`config.mk`:
```
export PLATFORM = sky130hd
export DESIGN_NAME = cart_bank_ctl
export DESIGN_NICKNAME = d
export VERILOG_FILES = /design/src/rtl/cbc_pkg.sv /design/src/rtl/cbc_serial_loader.sv /design/src/rtl/cbc_regfile.sv /design/src/rtl/cbc_prg_map.sv /design/src/rtl/cbc_chr_map.sv /design/src/rtl/cart_bank_ctl.sv
export SDC_FILE = /design/constraint.sdc
export NUM_CORES = 1
export LEC_CHECK = 0
export ABC_CLOCK_PERIOD_IN_PS = 1900
export BUFFER_PORTS_ARGS = -buffer_cell sky130_fd_sc_hd__buf_2
export CAP_MARGIN = 25
export CORE_MARGIN = 8
export CORE_UTILIZATION = 45
export CTS_CLUSTER_SIZE = 16
export DETAILED_ROUTE_END_ITERATION = 16
export PLACE_DENSITY = 0.79
export SLEW_MARGIN = 20
export SYNTH_ARGS = -nofsm -noshare
export SYNTH_HDL_FRONTEND = slang
export SYNTH_HIERARCHICAL = 1
export SYNTH_SLANG_ARGS = --single-unit
```
`constraint.sdc`:
```
create_clock -name clk -period 1.9 [get_ports clk]
set_clock_uncertainty 0.05 [all_clocks]
set_input_delay 0.19 -clock clk [delete_from_list [all_inputs] [get_ports clk]]
set_output_delay 0.19 -clock clk [all_outputs]
set_load 0.01 [all_outputs]
```
`src/rtl/cbc_pkg.sv`:
```
package cbc_pkg;

    localparam int SER_W       = 5;
    localparam int CNT_W       = 3;
    localparam int PRG_BANK_W  = 4;
    localparam int CHR_BANK_W  = 5;
    localparam int PRG_OFS_W   = 14;
    localparam int CHR_OFS_W   = 12;
    localparam int PRG_AW      = PRG_BANK_W + PRG_OFS_W;
    localparam int CHR_AW      = CHR_BANK_W + CHR_OFS_W;
    localparam int CHR_RAM_AW  = CHR_OFS_W + 1;

    typedef enum logic [1:0] {
        MIR_ONE_LO = 2'd0,
        MIR_ONE_HI = 2'd1,
        MIR_VERT   = 2'd2,
        MIR_HORZ   = 2'd3
    } mirror_e;

    typedef enum logic [1:0] {
        DST_CTRL = 2'd0,
        DST_CHRA = 2'd1,
        DST_CHRB = 2'd2,
        DST_PRG  = 2'd3
    } dest_e;

    typedef struct packed {
        logic       chr_split;
        logic [1:0] prg_mode;
        mirror_e    mirror;
    } ctrl_t;

    typedef struct packed {
        logic                  ram_en;
        logic [PRG_BANK_W-1:0] bank;
    } prgreg_t;

    typedef struct packed {
        logic             valid;
        dest_e            dest;
        logic [SER_W-1:0] data;
    } commit_t;

    localparam ctrl_t CTRL_RESET = '{chr_split: 1'b0, prg_mode: 2'b11, mirror: MIR_ONE_LO};

    function automatic logic [PRG_BANK_W-1:0] prg_bank_pick(
        input logic [1:0]            mode,
        input logic [PRG_BANK_W-1:0] sel,
        input logic                  upper,
        input logic [PRG_BANK_W-1:0] last
    );
        logic [PRG_BANK_W-1:0] b;
        unique case (mode)
            2'd0, 2'd1: b = {sel[PRG_BANK_W-1:1], upper};
            2'd2:       b = upper ? sel : '0;
            default:    b = upper ? last : sel;
        endcase
        return b;
    endfunction

endpackage

```
`src/rtl/cbc_serial_loader.sv`:
```
module cbc_serial_loader
    import cbc_pkg::*;
(
    input  logic             clk,
    input  logic             rst,
    input  logic             wr_en,
    input  logic [1:0]       dest_sel,
    input  logic             din_bit,
    input  logic             din_abort,
    output commit_t          commit,
    output logic             abort_hit,
    output logic [CNT_W-1:0] cnt
);
    localparam logic [CNT_W-1:0] LAST_CNT = CNT_W'(SER_W - 1);

    logic [SER_W-2:0] sh_q;
    logic [CNT_W-1:0] cnt_q;
    logic             at_last;

    assign at_last   = (cnt_q == LAST_CNT);
    assign abort_hit = wr_en & din_abort;

    always_ff @(posedge clk) begin
        if (rst) begin
            sh_q  <= '0;
            cnt_q <= '0;
        end else if (wr_en) begin
            if (din_abort || at_last) begin
                sh_q  <= '0;
                cnt_q <= '0;
            end else begin
                sh_q  <= {din_bit, sh_q[SER_W-2:1]};
                cnt_q <= cnt_q + 1'b1;
            end
        end
    end

    always_comb begin
        commit.valid = wr_en & ~din_abort & at_last;
        commit.dest  = dest_e'(dest_sel);
        commit.data  = {din_bit, sh_q};
    end

    assign cnt = cnt_q;
endmodule

```
`src/rtl/cbc_regfile.sv`:
```
module cbc_regfile
    import cbc_pkg::*;
(
    input  logic                  clk,
    input  logic                  rst,
    input  commit_t               commit,
    input  logic                  abort_hit,
    output ctrl_t                 ctrl,
    output logic [CHR_BANK_W-1:0] chr_lo,
    output logic [CHR_BANK_W-1:0] chr_hi,
    output prgreg_t               prg
);
    always_ff @(posedge clk) begin
        if (rst) begin
            ctrl   <= CTRL_RESET;
            chr_lo <= '0;
            chr_hi <= '0;
            prg    <= '0;
        end else if (abort_hit) begin
            ctrl.prg_mode <= 2'b11;
        end else if (commit.valid) begin
            unique case (commit.dest)
                DST_CTRL: ctrl <= ctrl_t'(commit.data);
                DST_CHRA: begin
                    if (ctrl.chr_split) begin
                        chr_lo <= commit.data;
                    end else begin
                        chr_lo <= {commit.data[SER_W-1:1], 1'b0};
                        chr_hi <= {commit.data[SER_W-1:1], 1'b1};
                    end
                end
                DST_CHRB: begin
                    if (ctrl.chr_split) chr_hi <= commit.data;
                end
                default:  prg <= prgreg_t'(commit.data);
            endcase
        end
    end
endmodule

```
`src/rtl/cbc_prg_map.sv`:
```
module cbc_prg_map
    import cbc_pkg::*;
#(
    parameter int PRG_BANKS = 16
) (
    input  logic [15:0]       cpu_addr,
    input  ctrl_t             ctrl,
    input  prgreg_t           prg,
    output logic [PRG_AW-1:0] prg_rom_addr,
    output logic              prg_ram_sel
);
    localparam logic [PRG_BANK_W-1:0] LAST_BANK = PRG_BANK_W'(PRG_BANKS - 1);

    logic [PRG_BANK_W-1:0] bank;

    always_comb begin
        bank         = prg_bank_pick(ctrl.prg_mode, prg.bank, cpu_addr[14], LAST_BANK);
        prg_rom_addr = {bank, cpu_addr[PRG_OFS_W-1:0]};
        prg_ram_sel  = (cpu_addr[15:13] == 3'b011) & prg.ram_en;
    end
endmodule

```
`src/rtl/cbc_chr_map.sv`:
```
module cbc_chr_map
    import cbc_pkg::*;
#(
    parameter bit CHR_ROM_PRESENT = 1'b1
) (
    input  logic [CHR_RAM_AW-1:0] ppu_addr,
    input  logic                  ppu_wr,
    input  logic [CHR_BANK_W-1:0] chr_lo,
    input  logic [CHR_BANK_W-1:0] chr_hi,
    output logic [CHR_AW-1:0]     chr_addr,
    output logic                  chr_ram_we
);
    generate
        if (CHR_ROM_PRESENT) begin : g_rom
            logic unused_wr;
            assign unused_wr  = ppu_wr;
            assign chr_addr   = {(ppu_addr[CHR_OFS_W] ? chr_hi : chr_lo), ppu_addr[CHR_OFS_W-1:0]};
            assign chr_ram_we = 1'b0;
        end else begin : g_ram
            logic unused_banks;
            assign unused_banks = ^{chr_lo, chr_hi};
            assign chr_addr   = CHR_AW'(ppu_addr);
            assign chr_ram_we = ppu_wr;
        end
    endgenerate
endmodule

```
`src/rtl/cart_bank_ctl.sv`:
```
module cart_bank_ctl
    import cbc_pkg::*;
#(
    parameter int PRG_BANKS       = 16,
    parameter bit CHR_ROM_PRESENT = 1'b1
) (
    input  logic        clk,
    input  logic        rst,
    input  logic        cpu_wr,
    input  logic [15:0] cpu_addr,
    input  logic [7:0]  cpu_wdata,
    input  logic [12:0] ppu_addr,
    input  logic        ppu_wr,
    output logic [17:0] prg_rom_addr,
    output logic        prg_ram_sel,
    output logic [16:0] chr_addr,
    output logic        chr_ram_we,
    output logic [1:0]  mirror_mode
);
    commit_t               commit;
    logic                  abort_hit;
    logic [CNT_W-1:0]      ser_cnt;
    ctrl_t                 ctrl;
    logic [CHR_BANK_W-1:0] chr_lo, chr_hi;
    prgreg_t               prg;
    logic                  unused_data;

    assign unused_data = ^cpu_wdata[6:1];

    cbc_serial_loader u_ser (
        .clk       (clk),
        .rst       (rst),
        .wr_en     (cpu_wr & cpu_addr[15]),
        .dest_sel  (cpu_addr[14:13]),
        .din_bit   (cpu_wdata[0]),
        .din_abort (cpu_wdata[7]),
        .commit    (commit),
        .abort_hit (abort_hit),
        .cnt       (ser_cnt)
    );

    cbc_regfile u_regs (
        .clk       (clk),
        .rst       (rst),
        .commit    (commit),
        .abort_hit (abort_hit),
        .ctrl      (ctrl),
        .chr_lo    (chr_lo),
        .chr_hi    (chr_hi),
        .prg       (prg)
    );

    cbc_prg_map #(.PRG_BANKS(PRG_BANKS)) u_prg (
        .cpu_addr     (cpu_addr),
        .ctrl         (ctrl),
        .prg          (prg),
        .prg_rom_addr (prg_rom_addr),
        .prg_ram_sel  (prg_ram_sel)
    );

    cbc_chr_map #(.CHR_ROM_PRESENT(CHR_ROM_PRESENT)) u_chr (
        .ppu_addr   (ppu_addr),
        .ppu_wr     (ppu_wr),
        .chr_lo     (chr_lo),
        .chr_hi     (chr_hi),
        .chr_addr   (chr_addr),
        .chr_ram_we (chr_ram_we)
    );

    assign mirror_mode = ctrl.mirror;
endmodule

```
==> results summary, run 1 <==
For this run, the detailed router's first-pass iteration total came to 4. The final total negative setup slack is 0 ns. The flow ran to the end, and the final reports show no timing, DRC or antenna violations. The initial antenna violation count came out at 0. Synthesis produced about 170 cells. The wire length per cell after detailed routing is 13.5 µm. The total number of clock tree sinks came out at 27.

The number of violations reported at the end of detailed-routing iteration 0 came out at 25. The hold path depth came out at 3. The utilization of the core after routing is a little under half. The worst hold slack came out at around 0.12 ns. The clock period minus final worst setup slack came out at 1.81 ns. The multi-input logic area came out at between 800 and 900 µm².

The biggest area contributor in the post-synthesis netlist is dfxtp_1. The net count of the finished layout is about 200. The synthesis-to-finish area growth is -0.390%.

Counting the buffers created by CTS gives 3. The overall fraction of global-route tracks in use is a little over a tenth. The startpoint of the tightest hold check path is cpu_wdata[0]. Data on the critical path arrives at its endpoint at about 2 ns.

Among all flip-flop cells after synthesis, the most frequent one is dfxtp_1. The worst register-to-register path begins at u_ser/cnt[1]$_SDFFE_PP0P_. The worst setup path is of the register to register kind. The count of nets left with antenna violations once routing finished came out at 0.

The floorplan die width is 75.8 µm. The worst setup margin is 0.0941 ns. The post-detailed-route DRC marker count is 0. STA puts the critical path data required time at 2.06 ns. After global routing the overflow that remains totals 0. The floorplan has 21 rows. For this design the top-level I/O count stands at 80. The total of flip-flops plus latches after synthesis came out at 27. The synthesized netlist occupies a cell area of roughly 1600 µm².

The power after layout is between 0.0009 and 0.001 W. The share of synthesized registers carrying an async set or reset came out at 0%. The number of buffers on the longest clock path is 2.

Counting instances in the post-synthesis netlist gives the leading cell types as buf_4, dfxtp_1, mux2i_1, nor2_1, nand2b_1. The actual slew at the worst max-slew pin is about 0.51 ns. The maximum fanout along the worst path is 6. The via count is about 1.1k. The per-cell via count in the routed design came out at 5.19. In the post-synthesis netlist, the cell with the most instances is buf_4. The endpoint of the worst register-to-register path is u_regs/chr_lo[1]$_SDFFE_PP0P_. The sequential area share after synthesis came out at roughly 34%.

At the end of routability-driven placement, the weighted congestion stood at ~0.7. Counting flops with a built-in enable in the synthesized netlist gives 0. The worst slack at placement is 0.0638 ns. In this run the vertical extent of the chip is ~76 µm. The number of setup violations in the final report is 0. The clock transition at the registers of the reported paths is between 0.1 and 0.15 ns. The total of warnings raised by yosys came out at 6. Measured against its own limit, the worst slew margin works out to between 60% and 70%.

The number of antenna cells inserted came out at 0. For this block, the routed nets add up to 2790 µm of wire. The count of max-cap constraint violations is 0.

The peak clock frequency supported by timing came out at between 0.5 and 0.6 GHz. The final period utilization is a little over nine tenths. The clock root buffer is clkbuf_4.

The via count of the first global-routing pass is approximately 1k. The count of filler cells inserted in the layout is between 300 and 400. The static power due to leakage came out at between 0.6 and 0.7 nW. The type of the tightest min-delay check is primary input to register. In this run the biggest area consumer among cell types represents 33.6% of the synthesized area. Registers take about 540 µm². The worst setup path is captured at a register. The max-slew violation total from the final report came out at 0. The number of input and output port buffers inserted came out at 21. The first-pass GRT wire length came out at 4710 µm. The full die area is approximately 5700 µm². The core area is 3390 µm². The number of hold-slack violations in the final timing report came out at 0.

In the post-synthesis netlist, the biggest area contributors are dfxtp_1, buf_4, mux2i_1, nand2b_1, mux2_2. For hold timing, the worst endpoint is u_regs/chr_hi[4]$_SDFFE_PP0P_. Counting every net in the synthesized netlist gives around 210. The maximum level of the CTS H-tree is 1. Entering global routing, the biggest net connects 32 pins. The worst setup path is launched from a register. Power spread over the standard cell area amounts to roughly 570 nW/µm². The number of distinct standard cells referenced by the synthesized netlist came out at slightly above 40.

The source-to-sink clock delay at the later pin of the worst-skew pair is between 0.3 and 0.4 ns. In this run the mean area of a mapped cell was ~9.7 µm². The worst setup slack for register-to-register paths came out at 0.09 ns.

The maximum vdd ir drop came out at 0.000284 V. The depth of the most critical reg-to-reg path is 8. The initial utilization of the core area, before any placement, comes to 47.4%. TritonCTS built the clock tree. Cells with a size suffix above 1 make up between 20 and 30% of the layout. The total half-perimeter wirelength after legalization and detailed placement is roughly 2000 µm.
[sequential cells by signal, summed over array words and instances, names as in the netlist]
register,flops
u_regs/ctrl,5
u_regs/chr_lo,5
u_regs/chr_hi,5
u_ser/sh_q,4
u_regs/prg,5
u_ser/cnt,3
[repair_timing]
action,4_1_cts,5_1_grt
endpoints found under the setup margin,0,15
resized for setup,0,8
buffers inserted,0,1
endpoints found under the hold margin,0,0
hold buffers,0,0
[layout make-up]
cell class,count,share of cell area (%)
clock buffer,4,1.64
timing repair buffer,26,9.15
tap,46,3.60
multi-input combinational,96,50.1
sequential,27,33.9
inverter,7,1.64
[power breakdown]
| group | internal, W | switching (W) | total (W) |
|---|---|---|---|
| combinational | 0.0000352 | 0.0000504 | 0.0000857 |
| clock | 0.0000824 | 0.000165 | 0.000248 |
| sequential | 0.000570 | 0.00000387 | 0.000574 |
[stage by stage]
stage                     instance area [µm²]  cells
after global routing                     1600    206
after floorplan                          1610    166
final                                    1600    206
after detailed placement                 1530    201
after global placement                   1530    201
after CTS                                1550    205
[logic make-up (layout without fill, tap and decap cells)]
kind of cell,Yosys count,in the layout,synth area share [%]
simple gates,44,44,17.8
mux,27,27,17.2
fa+ha+maj,2,2,1.56
compound gates,21,21,10.4
xor+xnor,1,1,0.545
other cells,1,1,0.233
buf+inv,43,37,18.7
flops,27,27,33.6
[metal layers]
metal | vias up | routed length [µm] | global-route usage (%)
met5 | - | 0 | 0
met4 | 0 | 57 | 6.18
met3 | 10 | 191 | 2.76
met2 | 26 | 1250 | 15.9
met1 | 504 | 1290 | 13.0
li1 | 529 | - | -
[critical path, stage by stage (launching register included)]
cell,delay [ns]
dfxtp_1,0.35
inv_1,0.11
ha_4,0.15
nand2_2,0.07
nor3b_4,0.29
nor4bb_4,0.26
buf_6,0.17
mux2i_1,0.19
nor2_1,0.05
[layout by cell type (no fill, tap or decap), drive strengths merged]
cell type  count
dfxtp         27
buf           26
mux2i         22
nor2          15
nand2b        10
inv            7
a21oi          6
mux2           5
a211oi         5
clkbuf         4
o22ai          4
nor3b          3
nand2          3
and2           2
nor2b          2
nand3b         2
ha             2
conb           1
and4b          1
nand4b         1
or3b           1
and3b          1
a31oi          1
o21a           1
nor4b          1
nor4bb         1
nand3          1
a41o           1
a21o           1
a21bo          1
a221oi         1
xnor2          1
[worst max-delay path by stage]
stage | slack, ns | startpoint | cells past startpoint | endpoint
2_1_floorplan | 0.22 | u_ser/cnt[0]$_SDFFE_PP0P_ | 7 | u_regs/ctrl[0]$_SDFFE_PP0P_
3_3_place_gp | 0.12 | u_ser/cnt[0]$_SDFFE_PP0P_ | 8 | u_regs/chr_lo[1]$_SDFFE_PP0P_
3_5_place_dp | 0.06 | u_ser/cnt[0]$_SDFFE_PP0P_ | 8 | u_regs/chr_lo[1]$_SDFFE_PP0P_
4_1_cts | 0.04 | u_ser/cnt[0]$_SDFFE_PP0P_ | 8 | u_regs/chr_lo[1]$_SDFFE_PP0P_
5_1_grt | -0.002 | u_ser/cnt[1]$_SDFFE_PP0P_ | 8 | u_regs/chr_lo[4]$_SDFFE_PP0P_
6_report | 0.09 | u_ser/cnt[1]$_SDFFE_PP0P_ | 8 | u_regs/chr_lo[1]$_SDFFE_PP0P_
Note: power is estimated with default switching activity, not from simulation.
==> inputs of run 2 (changes only) <==
--- a/config.mk
+++ b/config.mk
@@ -8,11 +8,12 @@
 export ABC_CLOCK_PERIOD_IN_PS = 1900
 export BUFFER_PORTS_ARGS = -buffer_cell sky130_fd_sc_hd__buf_2
 export CAP_MARGIN = 25
+export CORE_ASPECT_RATIO = 1.2
 export CORE_MARGIN = 8
 export CORE_UTILIZATION = 45
 export CTS_CLUSTER_SIZE = 16
 export DETAILED_ROUTE_END_ITERATION = 16
-export PLACE_DENSITY = 0.79
+export PLACE_DENSITY_LB_ADDON = 0.1
 export SLEW_MARGIN = 20
 export SYNTH_ARGS = -nofsm -noshare
 export SYNTH_HDL_FRONTEND = slang
==> run 2 against run 1 <==
Compared with the run above: setup slack improved by 0.071 ns; core utilization decreased by 2.1 points; die area increased by 0.14%; clock power increased by 33%; register-to-register slack improved by 0.07 ns; clock-buffer cell count decreased by 1; global-route usage increased by 0.071 points; combinational power decreased by 6.4%; wire length increased by 9.9%.
==> results summary, run 2 (synthesis gave the netlist of run 1 again) <==
The CTS tree is built (unchanged). Setup repair after global routing left no endpoint under its margin. The actual slew at the worst max-slew pin was 0.516 ns (was 0.508 ns). The floorplan die width is 70.5 µm (was 75.8 µm).

The wire length per cell after detailed routing is 15.4 µm (was 13.5 µm). The overall overflow remaining after global route was 0 (unchanged). The kind of end point of the critical path is a register (unchanged). The post-detailed-route DRC marker count is 0 (unchanged). The overall fraction of global-route tracks in use is 10.6% (was 10.5%).

The share of power burned in the clock network was 33.5% (was 27.3%). The number of hold-slack violations in the final timing report is 0 (unchanged). The required time of the critical path is 2.01 ns (was 2.06 ns). The count of standard-cell rows came out at 24 (was 21).

The first-pass GRT wire length was 4980 µm (was 4710 µm). The ratio of total power to cell area came out at 621 nW/µm² (was 567 nW/µm²). The full die area is 5750 µm² (was 5740 µm²).

The utilization of the core after routing is 45.1% (was 47.2%). The most common library cell in the layout ignoring fill and taps is dfxtp_1 (unchanged). The number of input and output port buffers inserted is 21 (unchanged). The number of nets in the finished design is 204 (unchanged).

The total met3 wirelength after detailed routing came out at 219 µm (was 191 µm). The length of routed wiring on met1 came to 1290 µm (unchanged). The maximum vdd ir drop came out at 0.000344 V (was 0.000284 V). The count of filler cells inserted in the layout is 357 (was 319). The final total negative setup slack is 0 ns (unchanged). The number of buffers on the longest clock path came out at 2 (unchanged). The number of antenna cells inserted is 0 (unchanged). The uppermost signal routing layer after detailed routing is met4 (unchanged). The clock transition at the registers of the reported paths came out at 0.09 ns (was 0.14 ns). The maximum fanout along the worst path is 5 (was 6). The arrival time at the worst endpoint is 1.84 ns (was 1.97 ns). Result of the run: completed (unchanged). The initial antenna violation count came out at 0 (unchanged). The source-to-sink clock delay at the later pin of the worst-skew pair came out at 0.27 ns (was 0.33 ns).

The starting density of the core came to 45.7% (was 47.4%). The share of final-layout standard cells stronger than drive strength 1 came out at 28.1% (was 29.4%). The count of TritonRoute iterations in the first routing pass is 4 (unchanged). The synthesis-to-finish area growth is -1.40% (was -0.390%). The maximum level of the CTS H-tree was 1 (unchanged). The startpoint kind of the worst setup timing path is a register (unchanged). The wire length after detailed routing is 3070 µm (was 2790 µm). The number of violations reported at the end of detailed-routing iteration 0 came out at 31 (was 25). The count of hold buffers inserted by post-cts repair is 0 (unchanged). The clock period minus final worst setup slack came to 1.73 ns (was 1.81 ns). The met2 wire length came out at 1450 µm (was 1250 µm). The cell internal power dissipation is 0.000748 W (was 0.000688 W). The height of the die is 81.5 µm (was 75.8 µm).

The maximum number of pins on one net before global-route repair came out at 32 (unchanged). The static power due to leakage is 0.682 nW (was 0.683 nW). The total half-perimeter wirelength after legalization and detailed placement came out at 2250 µm (was 2000 µm).

The number of setup violations in the final report is 0 (unchanged). The type of the tightest min-delay check is primary input to register (unchanged). The number of top-level pins came out at 80 (unchanged).

The power share of the sequential group was 58.3% (was 63.3%). The switching share of total power is 23.9% (was 24.2%). The count of max-cap constraint violations was 0 (unchanged). The core area came out at 3510 µm² (was 3390 µm²). The via count came out at 1,078 (was 1,069). Commonest cells after routing, fill and taps aside: dfxtp_1, mux2i_1, buf_2 (unchanged). The max-slew violation total from the final report came to 0 (unchanged). The via count of the first global-routing pass is 1,106 (was 1,018). The proportion of power drawn by combinational gates came out at 8.2% (was 9.4%). The TritonCTS buffer count came out at 3 (unchanged). The worst slew margin relative to its limit was 65.6% (was 66.2%). The total number of clock tree sinks is 27 (unchanged). The switching power summed over all nets came to 0.000235 W (was 0.000220 W). The post-detailed-route count of antenna-violating nets was 0 (unchanged). The critical setup path kind is register to register (unchanged). The clock root buffer was clkbuf_8 (was clkbuf_4). The peak clock frequency supported by timing is 0.576 GHz (was 0.554 GHz). The per-cell via count in the routed design is 5.42 (was 5.19).

The final period utilization was 91.3% (was 95.0%). The final weighted congestion in routability-driven placement is 0.707 (was 0.715).
## run 2: cell types whose count changed in the layout (fill, tap and decap cells not counted), sizes merged
| cell | previous run | this run |
|---|---|---|
| clkbuf | 4 | 3 |
| clkinv | 0 | 1 |
## run 2: final timing paths
check                                  endpoint                     startpoint  depth (start not counted)  slack (ns)
setup reg to reg    u_regs/ctrl[4]$_SDFFE_PP0P_      u_ser/cnt[0]$_SDFFE_PP0P_                          9        0.17
hold / removal    u_regs/chr_hi[4]$_SDFFE_PP0P_                   cpu_wdata[0]                          3        0.19
setup / recovery    u_regs/ctrl[4]$_SDFFE_PP0P_      u_ser/cnt[0]$_SDFFE_PP0P_                          9        0.17
hold reg to reg   u_regs/chr_hi[0]$_SDFFE_PP0P_  u_regs/chr_hi[0]$_SDFFE_PP0P_                          1        0.43
## run 2: per-stage QoR
stage	setup WS [ns]	hold WS [ns]	power, W	instance area (µm²)	instances
after floorplan	0.222	0.324	0.000705	1610	166
after global placement	0.112	0.330	0.000664	1520	194
after detailed placement	0.0884	0.330	0.000666	1520	194
after CTS	0.0723	0.186	0.00100	1560	198
after global routing	0.0466	0.214	0.00103	1580	199
final	0.165	0.193	0.000983	1580	199
## run 2: repair_timing
action,4_1_cts,5_1_grt
setup buffers,0,1
gates resized for setup,0,2
setup endpoints to repair,0,9
## run 2: power by group through the flow
stage | clock [W] | sequential [W] | combinational, W
2_1_floorplan | 0 | 0.000585 | 0.000120
3_3_place_gp | 0 | 0.000587 | 0.0000775
3_5_place_dp | 0 | 0.000587 | 0.0000791
4_1_cts | 0.000348 | 0.000574 | 0.0000795
5_1_grt | 0.000369 | 0.000574 | 0.0000888
6_report | 0.000330 | 0.000573 | 0.0000802
## run 2: critical path, stage by stage (launching register included)
cell and delay, ns:
dfxtp_1 0.34, inv_1 0.06, ha_1 0.16, nand2_1 0.09
nor3b_2 0.18, buf_4 0.15, nor4b_4 0.17, buf_4 0.17
mux2i_1 0.19, nor2_1 0.05
## run 2: final cells by class
cell class	instances	area, µm²	area share [%]
clock inverters	1	5.00	0.316
clock buffers	3	41.3	2.61
well taps	39	48.8	3.08
flip-flops and latches	27	541	34.1
inverters	7	26.3	1.66
multi-input cells	96	779	49.2
repair buffers	26	143	9.00
## run 2: layer usage
layer,vias to the layer above,global-route usage [%]
li1,527,-
met1,490,11.1
met2,42,18.0
met3,19,3.26
met4,0,7.50
met5,-,0
==> inputs of run 3 (changes only) <==
--- a/config.mk
+++ b/config.mk
@@ -10,7 +10,7 @@
 export CAP_MARGIN = 25
 export CORE_ASPECT_RATIO = 1.2
 export CORE_MARGIN = 8
-export CORE_UTILIZATION = 45
+export CORE_UTILIZATION = 30
 export CTS_CLUSTER_SIZE = 16
 export DETAILED_ROUTE_END_ITERATION = 16
 export PLACE_DENSITY_LB_ADDON = 0.1
==> constraint.sdc (replaced) <==
create_clock -name clk -period 1.9 [get_ports clk]
set_clock_uncertainty 0.05 [all_clocks]
set_input_delay 0.19 -clock clk [delete_from_list [all_inputs] [get_ports clk]]
set_output_delay 0.19 -clock clk [all_outputs]
set_load 0.02 [all_outputs]
==> run 3 against run 2 <==
Compared with the run above: register-to-register slack worse by 0.02 ns; critical endpoint is now u_regs/chr_lo[2]$_SDFFE_PP0P_; hold slack worse by 0.010 ns; sequential cell count stayed put; largest cell class unchanged; final cell count is 13% higher; fmax is 0.95% lower.
==> results summary, run 3 (synthesis gave the netlist of run 1 again) <==
The max-slew violation total from the final report is 0 (unchanged). The number of input and output port buffers inserted is 21 (unchanged). The number of nets in the finished design is 206 (was 204).

The number of buffers on the longest clock path is 2 (unchanged). The static power due to leakage came out at 0.703 nW (was 0.682 nW). Commonest cells after routing, fill and taps aside: dfxtp_1, mux2i_1, buf_2 (unchanged).

The utilization of the core after routing came out at 31.6% (was 45.1%). The number of top-level pins is 80 (unchanged). The dominant delay contributor by cell family on the critical path was simple AND/OR/NAND/NOR gates (unchanged). The clock root buffer is clkbuf_8 (unchanged).

The delay of the slowest critical-path stage was 0.34 ns (about the same). The maximum number of pins on one net before global-route repair came out at 32 (unchanged). The cell internal power dissipation is 0.000752 W (was 0.000748 W). The maximum vdd ir drop was 0.000209 V (was 0.000344 V). The total buffers and inverters traversed by the critical path is 2 (was 3).

The type of the tightest min-delay check is primary input to register (unchanged). The floorplan die width is 82.8 µm (was 70.5 µm). The number of setup violations in the final report is 0 (unchanged). The clock transition at the registers of the reported paths is 0.10 ns (was 0.09 ns). The number of hold-slack violations in the final timing report is 0 (unchanged). CP cell instances: inv_1 -> ha_2 -> nand2_2 -> nor3b_4 -> nor4bb_4 -> buf_6 -> mux2i_1 -> nor2_1 (was inv_1 -> ha_1 -> nand2_1 -> nor3b_2 -> buf_4 -> nor4b_4 -> buf_4 -> mux2i_1 -> nor2_1). The maximum level of the CTS H-tree came to 1 (unchanged). The total number of clock tree sinks is 27 (unchanged). The wire length per cell after detailed routing came out at 15.0 µm (was 15.4 µm). The share of power burned in the clock network is 33.1% (was 33.5%).

The count of TritonRoute iterations in the first routing pass came out at 4 (unchanged). The count of max-cap constraint violations came to 0 (unchanged). The post-detailed-route DRC marker count was 0 (unchanged). The full die area is 7960 µm² (was 5750 µm²). The worst hold slack is 0.183 ns (was 0.193 ns). The number of violations reported at the end of detailed-routing iteration 0 came out at 47 (was 31). The ratio of total power to cell area is 603 nW/µm² (was 621 nW/µm²). The kind of end point of the critical path is a register (unchanged). The power after layout came out at 0.000995 W (was 0.000983 W). The number of antenna cells inserted is 0 (unchanged).

The post-layout instance area came out at 1650 µm² (was 1580 µm²). The first-pass GRT wire length came out at 5290 µm (was 4980 µm). The actual slew at the worst max-slew pin is 0.535 ns (was 0.516 ns).

The CTS tree is built (unchanged). The count of standard-cell rows is 29 (was 24). The via count of the first global-routing pass is 1,069 (was 1,106).

The peak clock frequency supported by timing is 0.571 GHz (was 0.576 GHz). The initial antenna violation count is 0 (unchanged). The final weighted congestion in routability-driven placement came out at 0.655 (was 0.707). The height of the die came out at 96.2 µm (was 81.5 µm). The synthesis-to-finish area growth is 2.73% (was -1.40%). The most common library cell in the layout ignoring fill and taps is dfxtp_1 (unchanged). The power share of the sequential group is 57.6% (was 58.3%).

The starting density of the core is 30.7% (was 45.7%). The worst slew margin relative to its limit is 64.3% (was 65.6%). The placed cell area came to 1560 µm² (was 1520 µm²). The post-detailed-route count of antenna-violating nets came out at 0 (unchanged). The source-to-sink clock delay at the later pin of the worst-skew pair was 0.28 ns (was 0.27 ns). The maximum fanout along the worst path is 6 (was 5). The wire length after detailed routing came to 3370 µm (was 3070 µm). The final period utilization was 92.2% (was 91.3%).

The switching power summed over all nets is 0.000243 W (was 0.000235 W). The proportion of power drawn by combinational gates is 9.3% (was 8.2%). The share of final-layout standard cells stronger than drive strength 1 was 31.5% (was 28.1%). The via count is 1,089 (was 1,078). The core area came out at 5230 µm² (was 3510 µm²). The count of filler cells inserted in the layout came out at 566 (was 357).

The cell type of the slowest stage on the worst timing path was dfxtp_2 (was dfxtp_1). The required time of the critical path came out at 2.01 ns (about the same). Result of the run: completed (unchanged). The count of hold buffers inserted by post-cts repair is 0 (unchanged).

The final total negative setup slack is 0 ns (unchanged). The overall fraction of global-route tracks in use is 8.16% (was 10.6%). The clock period minus final worst setup slack came out at 1.75 ns (was 1.73 ns). The arrival time at the worst endpoint is 1.86 ns (was 1.84 ns). The total half-perimeter wirelength after legalization and detailed placement is 2480 µm (was 2250 µm). The per-cell via count in the routed design is 4.86 (was 5.42). The critical setup path kind is register to register (unchanged). The TritonCTS buffer count came out at 3 (unchanged). The startpoint kind of the worst setup timing path is a register (unchanged). The overall overflow remaining after global route is 0 (unchanged).

The switching share of total power came out at 24.5% (was 23.9%).
run 3: through the flow:
stage	cells	worst slack, ns
6_report	224	0.149
3_5_place_dp	219	0.0462
5_1_grt	224	-0.00653
2_1_floorplan	166	0.222
3_3_place_gp	219	0.0882
4_1_cts	223	0.0396
run 3: layer usage:
layer | GRT usage (%) | share of wire, % | vias up
li1 | - | - | 532
met1 | 8.84 | 43 | 514
met2 | 13.8 | 50 | 31
met3 | 2.46 | 5.3 | 12
met4 | 5.28 | 2.1 | 0
met5 | 0 | 0 | -
run 3: final timing paths:
path,start,to,slack (ns),cells past startpoint
max reg2reg,u_ser/cnt[0]$_SDFFE_PP0P_,u_regs/chr_lo[2]$_SDFFE_PP0P_,0.15,8
min reg2reg,u_regs/chr_lo[0]$_SDFFE_PP0P_,u_regs/chr_lo[0]$_SDFFE_PP0P_,0.42,2
max,u_ser/cnt[0]$_SDFFE_PP0P_,u_regs/chr_lo[2]$_SDFFE_PP0P_,0.15,8
min,cpu_wdata[0],u_regs/chr_hi[4]$_SDFFE_PP0P_,0.18,3
run 3: power groups by stage:
stage | sequential, W | clock [W] | combinational [W]
finish | 0.000573 | 0.000330 | 0.0000921
global route | 0.000574 | 0.000375 | 0.000101
CTS | 0.000573 | 0.000346 | 0.0000863
detailed placement | 0.000586 | 0 | 0.0000863
global placement | 0.000586 | 0 | 0.0000844
floorplan | 0.000585 | 0 | 0.000148
run 3: area by class of cell:
type                    count  area [µm²]  area share, %
multi-input cells          96         797           48.3
well taps                  62        77.6           4.70
flip-flops and latches     27         542           32.8
repair buffers             28         161           9.78
clock inverters             1        5.00          0.303
clock buffers               3        41.3           2.50
inverters                   7        26.3           1.59
run 3: repair_timing:
action / in CTS / in global routing
endpoints found under the setup margin: 0 / 15
buffers inserted: 0 / 1
resized for setup: 0 / 8
hold endpoints to repair: 0 / 0
run 3: tightest hold or removal path, stage by stage:
cell	delay (ns)
buf_2	0.14
nand2b_1	0.07
mux2i_1	0.07
